==> config.mk <==
export PLATFORM = sky130hd
export DESIGN_NAME = cond_flag_unit
export DESIGN_NICKNAME = d
export VERILOG_FILES = /design/src/rtl/cfu_pkg.sv /design/src/rtl/cfu_cond_eval.sv /design/src/rtl/cfu_datapath.sv /design/src/rtl/cond_flag_unit.sv
export SDC_FILE = /design/constraint.sdc
export NUM_CORES = 2
export LEC_CHECK = 0
export ABC_AREA = 1
export BUFFER_PORTS_ARGS = -buffer_cell sky130_fd_sc_hd__buf_4
export CORE_UTILIZATION = 55
export CTS_CLUSTER_DIAMETER = 30
export DETAILED_ROUTE_END_ITERATION = 6
export PLACE_DENSITY = 0.73
export RECOVER_POWER = 100
export SETUP_SLACK_MARGIN = 0.05
export SYNTH_ARGS = -nofsm -noshare
export SYNTH_HDL_FRONTEND = slang
export SYNTH_SLANG_ARGS = --single-unit
==> constraint.sdc <==
create_clock -name clk -period 12.44 [get_ports clk]
set_input_delay 0.622 -clock clk [delete_from_list [all_inputs] [get_ports clk]]
set_output_delay 0.622 -clock clk [all_outputs]
set_load 0.01 [all_outputs]
==> src/rtl/cfu_pkg.sv <==
// Package: operation codes and flag bit positions shared by the
// condition flag unit, its sub-blocks and its checker.
package cfu_pkg;

    typedef enum logic [3:0] {
        OP_ADD = 4'd0,
        OP_ADC = 4'd1,
        OP_SUB = 4'd2,
        OP_SBC = 4'd3,
        OP_RSB = 4'd4,
        OP_RSC = 4'd5,
        OP_AND = 4'd6,
        OP_EOR = 4'd7,
        OP_ORR = 4'd8,
        OP_BIC = 4'd9,
        OP_MOV = 4'd10,
        OP_MVN = 4'd11,
        OP_MUL = 4'd12
    } cfu_op_e;

    localparam int FLG_N = 3;
    localparam int FLG_Z = 2;
    localparam int FLG_C = 1;
    localparam int FLG_V = 0;

    localparam logic [3:0] LAST_ARITH = 4'd5;

endpackage

==> src/rtl/cfu_cond_eval.sv <==
// Module: cfu_cond_eval
// Turns a 4-bit condition field and the current {N,Z,C,V} into a
// pass/fail bit. Purely combinational. Assumes the flag ordering of cfu_pkg.
module cfu_cond_eval
    import cfu_pkg::*;
(
    input  logic [3:0] cond,
    input  logic [3:0] flags,
    output logic       pass
);
    logic n, z, c, v;
    assign n = flags[FLG_N];
    assign z = flags[FLG_Z];
    assign c = flags[FLG_C];
    assign v = flags[FLG_V];

    // Decode the condition field into a single predicate
    always_comb begin
        unique case (cond)
            4'd0:    pass = z;
            4'd1:    pass = !z;
            4'd2:    pass = c;
            4'd3:    pass = !c;
            4'd4:    pass = n;
            4'd5:    pass = !n;
            4'd6:    pass = v;
            4'd7:    pass = !v;
            4'd8:    pass = c && !z;
            4'd9:    pass = !c || z;
            4'd10:   pass = (n == v);
            4'd11:   pass = (n != v);
            4'd12:   pass = !z && (n == v);
            4'd13:   pass = z || (n != v);
            4'd14:   pass = 1'b1;
            default: pass = 1'b0;
        endcase
    end
endmodule

==> src/rtl/cfu_datapath.sv <==
// Module: cfu_datapath
// Computes the candidate result and candidate flags for one operation.
// Arithmetic uses a single W+1 bit adder: the subtract forms invert one
// operand and use the carry-in, so the adder carry-out is already the
// "no borrow" flag. Assumes op codes 13..15 are moves of rhs.
module cfu_datapath
    import cfu_pkg::*;
#(
    parameter int W = 32
) (
    input  logic [3:0]   op_sel,
    input  logic [W-1:0] lhs,
    input  logic [W-1:0] rhs,
    input  logic         shift_carry,
    input  logic         shift_used,
    input  logic [3:0]   flags_in,
    output logic [W-1:0] res,
    output logic [3:0]   flags_out
);
    localparam int MSB = W - 1;

    cfu_op_e      op;
    logic         c_in;
    logic         is_arith;
    logic [W-1:0] add_a, add_b;
    logic         add_cin;
    logic [W:0]   sum;
    logic         v_arith;
    logic [W-1:0] mul_lo;

    assign op       = cfu_op_e'(op_sel);
    assign c_in     = flags_in[FLG_C];
    assign is_arith = (op_sel <= LAST_ARITH);

    // Select adder inputs: inversion plus carry-in realises each subtract form
    always_comb begin
        add_a   = lhs;
        add_b   = rhs;
        add_cin = 1'b0;
        case (op)
            OP_ADC: add_cin = c_in;
            OP_SUB: begin add_b = ~rhs; add_cin = 1'b1; end
            OP_SBC: begin add_b = ~rhs; add_cin = c_in; end
            OP_RSB: begin add_a = rhs; add_b = ~lhs; add_cin = 1'b1; end
            OP_RSC: begin add_a = rhs; add_b = ~lhs; add_cin = c_in; end
            default: ;
        endcase
    end

    assign sum     = {1'b0, add_a} + {1'b0, add_b} + {{W{1'b0}}, add_cin};
    assign v_arith = (add_a[MSB] == add_b[MSB]) && (sum[MSB] != add_a[MSB]);
    assign mul_lo  = lhs * rhs;

    // Pick the result for the operation class
    always_comb begin
        case (op)
            OP_AND:  res = lhs & rhs;
            OP_EOR:  res = lhs ^ rhs;
            OP_ORR:  res = lhs | rhs;
            OP_BIC:  res = lhs & ~rhs;
            OP_MVN:  res = ~rhs;
            OP_MUL:  res = mul_lo;
            OP_MOV:  res = rhs;
            default: res = is_arith ? sum[W-1:0] : rhs;
        endcase
    end

    // Form the candidate flags; partial-update classes keep C and/or V
    always_comb begin
        flags_out[FLG_N] = res[MSB];
        flags_out[FLG_Z] = (res == '0);
        if (is_arith) begin
            flags_out[FLG_C] = sum[W];
            flags_out[FLG_V] = v_arith;
        end else if (op == OP_MUL) begin
            flags_out[FLG_C] = c_in;
            flags_out[FLG_V] = flags_in[FLG_V];
        end else begin
            flags_out[FLG_C] = shift_used ? shift_carry : c_in;
            flags_out[FLG_V] = flags_in[FLG_V];
        end
    end
endmodule

==> src/rtl/cond_flag_unit.sv <==
// Module: cond_flag_unit (top)
// Holds the result and the {N,Z,C,V} flags, gates writes with the
// condition predicate, and routes compare/test to a flag-only write.
// Assumes the caller presents one operation per cycle with op_valid.
module cond_flag_unit
    import cfu_pkg::*;
#(
    parameter int W = 32
) (
    input  logic         clk,
    input  logic         rst_n,
    input  logic         op_valid,
    input  logic [3:0]   op_sel,
    input  logic [W-1:0] lhs,
    input  logic [W-1:0] rhs,
    input  logic         shift_carry,
    input  logic         shift_used,
    input  logic         set_flags,
    input  logic         cmp_test,
    input  logic [3:0]   cond,
    output logic [W-1:0] result,
    output logic [3:0]   flags,
    output logic         exec_en
);
    logic [W-1:0] result_q;
    logic [3:0]   flags_q;
    logic [W-1:0] dp_res;
    logic [3:0]   dp_flags;
    logic         commit, res_we, flag_we;

    cfu_cond_eval u_cond (
        .cond  (cond),
        .flags (flags_q),
        .pass  (exec_en)
    );

    cfu_datapath #(.W(W)) u_dp (
        .op_sel      (op_sel),
        .lhs         (lhs),
        .rhs         (rhs),
        .shift_carry (shift_carry),
        .shift_used  (shift_used),
        .flags_in    (flags_q),
        .res         (dp_res),
        .flags_out   (dp_flags)
    );

    assign commit  = op_valid && exec_en;
    assign res_we  = commit && !cmp_test;
    assign flag_we = commit && (set_flags || cmp_test);

    // Result and flag registers with synchronous active-low reset
    always_ff @(posedge clk) begin
        if (!rst_n) begin
            result_q <= '0;
            flags_q  <= '0;
        end else begin
            if (res_we)  result_q <= dp_res;
            if (flag_we) flags_q  <= dp_flags;
        end
    end

    assign result = result_q;
    assign flags  = flags_q;
endmodule

== Yosys cells after proc, flatten, opt, wreduce, memory -nomap -nowiden ==
Index checks and enable logic that the tools add are counted.

* Add/sub/neg operators: 2
* Bitwise gates (word level): 6
* $mul: 1
* Equality and inequality tests: 31
* Reductions and logical operators: 23
* Multiplexer cells: 9
* Magnitude comparators: 1

{| class="wikitable"
|+ Operators by type and width
! operator !! number
|-
| 32-bit case mux with 7 select lines || 1
|-
| 32-bit bitwise AND || 2
|-
| 32-bit two-way mux || 2
|-
| 32-bit NOT || 2
|-
| 32-bit case mux with 2 select lines || 1
|-
| 4-bit == test (second input constant) || 12
|-
| 32-bit by 32-bit adder with 33-bit output || 1
|-
| 33-bit by 1-bit adder with 33-bit output || 1
|-
| 4-bit by 3-bit == test with 1-bit output (second input constant) || 8
|-
| 32-bit zero test || 1
|-
| 32-bit by 32-bit multiplier with 32-bit output || 1
|-
| 32-bit bitwise OR || 1
|-
| 32-bit XOR || 1
|-
| 4-bit by 2-bit == test with 1-bit output (second input constant) || 4
|-
| 1-bit case mux with 15 select lines || 1
|-
| 4-bit by 1-bit == test with 1-bit output (second input constant) || 2
|-
| 1-bit logical AND || 6
|-
| 2-bit OR reduction || 3
|-
| 1-bit zero test || 5
|-
| 4-bit by 3-bit less-or-equal comparator with 1-bit output (second input constant) || 1
|-
| 4-bit zero test || 1
|-
| 2-bit two-way mux || 2
|-
| 1-bit logical OR || 3
|-
| 3-bit AND reduction || 1
|-
| 8 further kinds || 10
|}

* Register bits: 36
* Input port bits: 79
* Word-level logic and storage cells: 77
* Output and inout port bits: 37

== Longest topological paths before layout ==
* Word-level depth: 8
* Depth in mapped cells: 39
* Depth with buffers taken out: 37

== Cells and area by module ==
Synthesis repeated with hierarchy kept, for this count alone.

* Cell total of the unflattened synthesis: 3763
* Area total of the unflattened synthesis: 24496.0 um2

{| class="wikitable"
|+ Modules (own cells, without submodules)
! module !! area each (um2) !! instances !! cells each !! seq. area each (um2)
|-
| cfu_datapath || 22750.6 || 1 || 3474 || 0.0
|-
| cond_flag_unit || 1516.5 || 1 || 234 || 720.7
|-
| cfu_cond_eval || 229.0 || 1 || 55 || 0.0
|}

== Worst setup path before layout ==
Ideal clock, no wire load.

* Path kind: input to register
* Start: input port rhs[6]
* End: register flags_q[2], in the netlist flags[2]
* Arrival: 7.053 ns
* Stages: 31
* Required time: 12.370 ns
* Path slack: 5.317 ns
* Buffers on the path: 2
* Setup time: 0.070 ns
* Cell sequence: clkbuf_1 clkbuf_1 nand2_1 inv_1 fa_1 fa_1 fa_1 inv_1 fa_1 inv_1 fa_1 inv_1 fa_1 inv_1 fa_1 fa_1 ha_1 a21oi_1 o21ai_0 a21oi_1 nand2_1 or2_1 nand3_1 nand2_1 a21oi_1 nand3_1 nor2_1 nand4_1 nor2_1 nand4_1 a21oi_1

* Cells in the longest elaborated chain, start to end: 7
* Elaborated cells between the ends (all ways): 13
* Classes of those cells: add/sub: 2; mul: 1; mux: 4; bitwise: 5; reduce/logical: 1

{| class="wikitable"
|+ Ends and longest elaborated chain
! element !! line !! RTL
|-
| from (decl) || cond_flag_unit.sv:15 || <nowiki>input logic [W-1:0] rhs,</nowiki>
|-
| 32-bit NOT || n/a ||
|-
| 32-bit case mux with 2 select lines || cfu_datapath.sv:40 || <nowiki>case (op)</nowiki>
|-
| 32-bit by 32-bit adder with 33-bit output || cfu_datapath.sv:50 || <nowiki>assign sum = {1'b0, add_a} + {1'b0, add_b} + {{W{1'b0}}, add_cin};</nowiki>
|-
| 33-bit by 1-bit adder with 33-bit output || cfu_datapath.sv:50 ||
|-
| 32-bit two-way mux || cfu_datapath.sv:64 || <nowiki>default: res = is_arith ? sum[W-1:0] : rhs;</nowiki>
|-
| 32-bit case mux with 7 select lines (*) || cfu_datapath.sv:56 || <nowiki>case (op)</nowiki>
|-
| 32-bit zero test (*) || cfu_datapath.sv:71 || <nowiki>flags_out[FLG_Z] = (res == '0);</nowiki>
|-
| to (signal assigned) || cond_flag_unit.sv:59 || <nowiki>if (flag_we) flags_q <= dp_flags;</nowiki>
|-
| to (decl) || cond_flag_unit.sv:26 || <nowiki>logic [3:0] flags_q;</nowiki>
|}

Mark *: on every way between the ends. The rest lies on a longest branch, timed or not.
A chain may end at the register's enable or synchronous reset.

== Final worst setup path ==
* Start: input port op_sel[1]
* End: register flags_q[2], in the netlist flags[2]

* Cells in the longest elaborated chain, start to end: 8
* Elaborated cells between the ends (all ways): 25
* Classes of those cells: add/sub: 2; order compare: 1; eq/ne: 12; mux: 5; reduce/logical: 5

{| class="wikitable"
|+ Ends and longest elaborated chain
! element !! line !! RTL
|-
| from (decl) || cond_flag_unit.sv:13 || <nowiki>input logic [3:0] op_sel,</nowiki>
|-
| 4-bit by 3-bit == test with 1-bit output or 4-bit by 2-bit == test with 1-bit output (tied branches) || cfu_datapath.sv:40 ||
|-
| 2-bit OR reduction (no line) || n/a ||
|-
| 32-bit case mux with 2 select lines or 32-bit two-way mux (tied branches) || cfu_datapath.sv:40 ||
|-
| 32-bit by 32-bit adder with 33-bit output || cfu_datapath.sv:50 ||
|-
| 33-bit by 1-bit adder with 33-bit output || cfu_datapath.sv:50 ||
|-
| 32-bit two-way mux || cfu_datapath.sv:64 ||
|-
| 32-bit case mux with 7 select lines (*) || cfu_datapath.sv:56 ||
|-
| 32-bit zero test (*) || cfu_datapath.sv:71 ||
|}

Marked as above.

==> impl_metrics.toml <==
[route]
ant_nets = 0
drt_iter0_markers = 1891
wirelength_um = 74200
vias = 22600
wl_per_cell_um = 17.8
drc = 0
drtPass1Iterations = 7
viasPerCell = 5.44

[place]
dpl.hpwl_um = 57800
dpl.cell_count = 4150
place.gp.congestion = 1.01
placed_area_um2 = 25000
port_buffers = 115

[worst_setup_path]
rrSetupSlack_ns = 8.43
path_class = "in -> reg"
cp-start-kind = "input pin"
critPathSlowestCell = "clkbuf_1"
critical-path-top-delay-family = "buffers and inverters"
r2r_cells = 22
crit_path_cell_trace = "clkbuf_1 > inv_1 > nand2_2 > clkbuf_1 > o21ai_0 > fa_1 > fa_1 > inv_1 > nand2_1 > nand2_1 > nand3_1 > nand3_1 > nand2_1 > o21ai_0 > nand2_1 > nor2_1 > nand2_1 > nor2_1 > nand4_1 > nor2_1 > nand4_1 > nor2_1 > nand4_1 > a21oi_1"
path_common_cell = "nand2_1"
crit_start = "op_sel[1]"
required_ns = 12.66
worstPathMaxFanout = 96
path_buf_inv = 4
r2r-start = "flags[1]$_SDFFE_PN0P_"
worstPathArrival_ns = 8.89
r2r_end = "flags[2]$_SDFFE_PN0P_"
crit_path_max_incr_delay_ns = 2.59
critPathCaptureType = "flip-flop"

[logic_synthesis]
synthXorXnorAreaFrac = 0.0120
synth_area_per_cell_um2 = 6.65
yosysUniqueCellTypes = 41
syn-num-nets = 4308
yosysWarnings = 0
ys_ff_latch = 36
ys_seq_area_frac = 0.0300
syn_area_um2 = 24000
synthAdderAreaFrac = 0.447
synth_flop_cell = "dfxtp_1"
synth_compound_area_frac = 0.100
yosys.area_share.simple = 0.235
synth_cells = 3617
synth_edf_count = 0
synth_mux_area_frac = 0
synth_top_family_by_area = "adder cells"
synthArstFlopShare = 0

[clock_tree]
ctsResizeCount = 0
cts_sinks = 36
cts_made_buffers = 5
cts_tree = "yes"
htree_levels = 2
root_buffer = "clkbuf_16"
cts_max_path_buffers = 2
ctsHoldBuffers = 0
clkTransAtPathRegs_ns = 0.06
cts_setup_buffers = 0
worstSkewPairLatency_ns = 0.29

[grt]
grt_usage = 0.345
grt_pass1_vias = 21900
grt_pass1_wl_um = 119000
overflow = 0
grt_max_degree = 97
antenna_found_initial = 1

[worst_hold_path]
hold_path_depth = 2
hold_path.class = "reg -> reg"
whs_endpoint = "result[1]$_SDFFE_PN0P_"
hp-start = "result[1]$_SDFFE_PN0P_"

[timing]
skew_ns = 0.00625
hold_ws_ns = 0.466
fin_crit_sh = 0.697
worst_slew_pin_slew_ns = 3.70
slew_headroom = -1.47
clock.fmax_ghz = 0.115
fin_setup_tns_ns = 0
hold_violations = 0
setup_viol = 0
fin_crit_ns = 8.67
rsz0062_at_grt = "no"
slew_viol_final = 120

[floorplan]
die-area_um2 = 44500
die_width_um = 211
core-area_um2 = 43100
rows = 76
io_pins = 116
start_util = 0.558
die_h_um = 211

[outcome]
violations = "capacitance limit, slew limit"
status = "complete, but fails checks"

[cells_and_area]
final_area_um2 = 25000
antenna_cells = 0
register_area_um2 = 721
final_nets = 4263
final_layout_size_suffix_gt1_frac = 0.0322
fill_cells = 4291
stdcell_count = 4158
multi_input_area_um2 = 19100
areaGrowthSynthToFinish_pct = 4.20

[job]
drv_cap = 2
## Yosys cell counts, types with 2 or more instances
library cell  number  area share
nor2_2             2     0.00052
nand3_1          139       0.029
o211ai_1          27      0.0084
a21oi_1          120       0.025
o2111ai_1          4      0.0015
nor3_1            12      0.0025
a2111oi_0          8      0.0029
buf_4              2     0.00062
ha_1             202        0.11
clkbuf_1         123       0.019
o22ai_1           34      0.0088
dfxtp_1           36       0.030
o221ai_1           6      0.0022
fa_1             410        0.34
inv_2              5     0.00078
buf_1             23      0.0036
o21ai_1           10      0.0021
or2_1              3     0.00078
a31oi_1            8      0.0021
nand3b_1          18      0.0056
nand4_1           27      0.0070
o21ai_0          150       0.031
or2_2             10      0.0026
xor2_1            17      0.0062
a21o_1             7      0.0022
o21bai_1          37       0.012
nor2_1           167       0.026
o21a_1             3     0.00094
nor4_1             3     0.00078
xnor2_1           16      0.0058
and3_1             3     0.00078
inv_1            934        0.15
nand2_1         1016        0.16
buf_2             27      0.0056
a221oi_1           2     0.00073
## placed cells by master, fill, tap and decap left out, drive strengths merged, types with 34 or more instances in the layout
master / netlist / final
o22ai: 34 / 34
a21oi: 120 / 120
buf: 53 / 86
ha: 202 / 202
nor2: 169 / 169
fa: 410 / 410
nand3: 139 / 139
dfxtp: 36 / 36
o21bai: 37 / 37
o21ai: 160 / 160
inv: 939 / 939
nand2: 1016 / 1016
clkbuf: 124 / 44
## worst max-delay path by stage
stage                            end  depth (start not counted)  slack, ns
6_report       flags[2]$_SDFFE_PN0P_                         24       3.77
2_1_floorplan  flags[2]$_SDFFE_PN0P_                         31       5.32
3_5_place_dp   flags[2]$_SDFFE_PN0P_                         30       4.55
5_1_grt        flags[2]$_SDFFE_PN0P_                         24       3.07
4_1_cts        flags[2]$_SDFFE_PN0P_                         30       4.86
3_3_place_gp   flags[2]$_SDFFE_PN0P_                         30       4.68
## worst min-delay path, stage by stage, from the launching register on
cell	delay, ns
dfxtp_1	0.31
nand2_1	0.06
a21oi_1	0.05
## registers in the layout, indices dropped and copies added (netlist names)
name / flops
flags: 4
result: 32
## routing by layer
layer	vias up	global-route usage	wire length [µm]
met5	-	0	0
met4	0	0.102	2640
met3	156	0.0278	5670
met2	962	0.566	34100
met1	10900	0.487	31800
li1	10600	-	-
## area by class of cell
cell class / instances / share of cell area
flip-flops and latches: 36 / 0.0288
well taps: 585 / 0.0292
inverters: 939 / 0.141
multi-input cells: 2465 / 0.763
repair buffers: 125 / 0.0316
clock inverters: 3 / 0.00170
clock buffers: 5 / 0.00500
## per-stage QoR
stage | worst slack [ns] | util
floorplan | 5.32 | -
CTS | 4.86 | 0.585
global placement | 4.68 | 0.581
finish | 3.77 | 0.581
global route | 3.07 | 0.581
detailed placement | 4.55 | 0.581
## kinds of logic after synthesis
family | count (synthesis)
xor+xnor | 33
flops | 36
compound gates | 418
simple gates | 1402
buf+inv | 1116
fa+ha+maj | 612
Power is left out: the tool's default activity adds up to more than one toggle a clock period on the data nets, which glitch-free logic cannot reach.
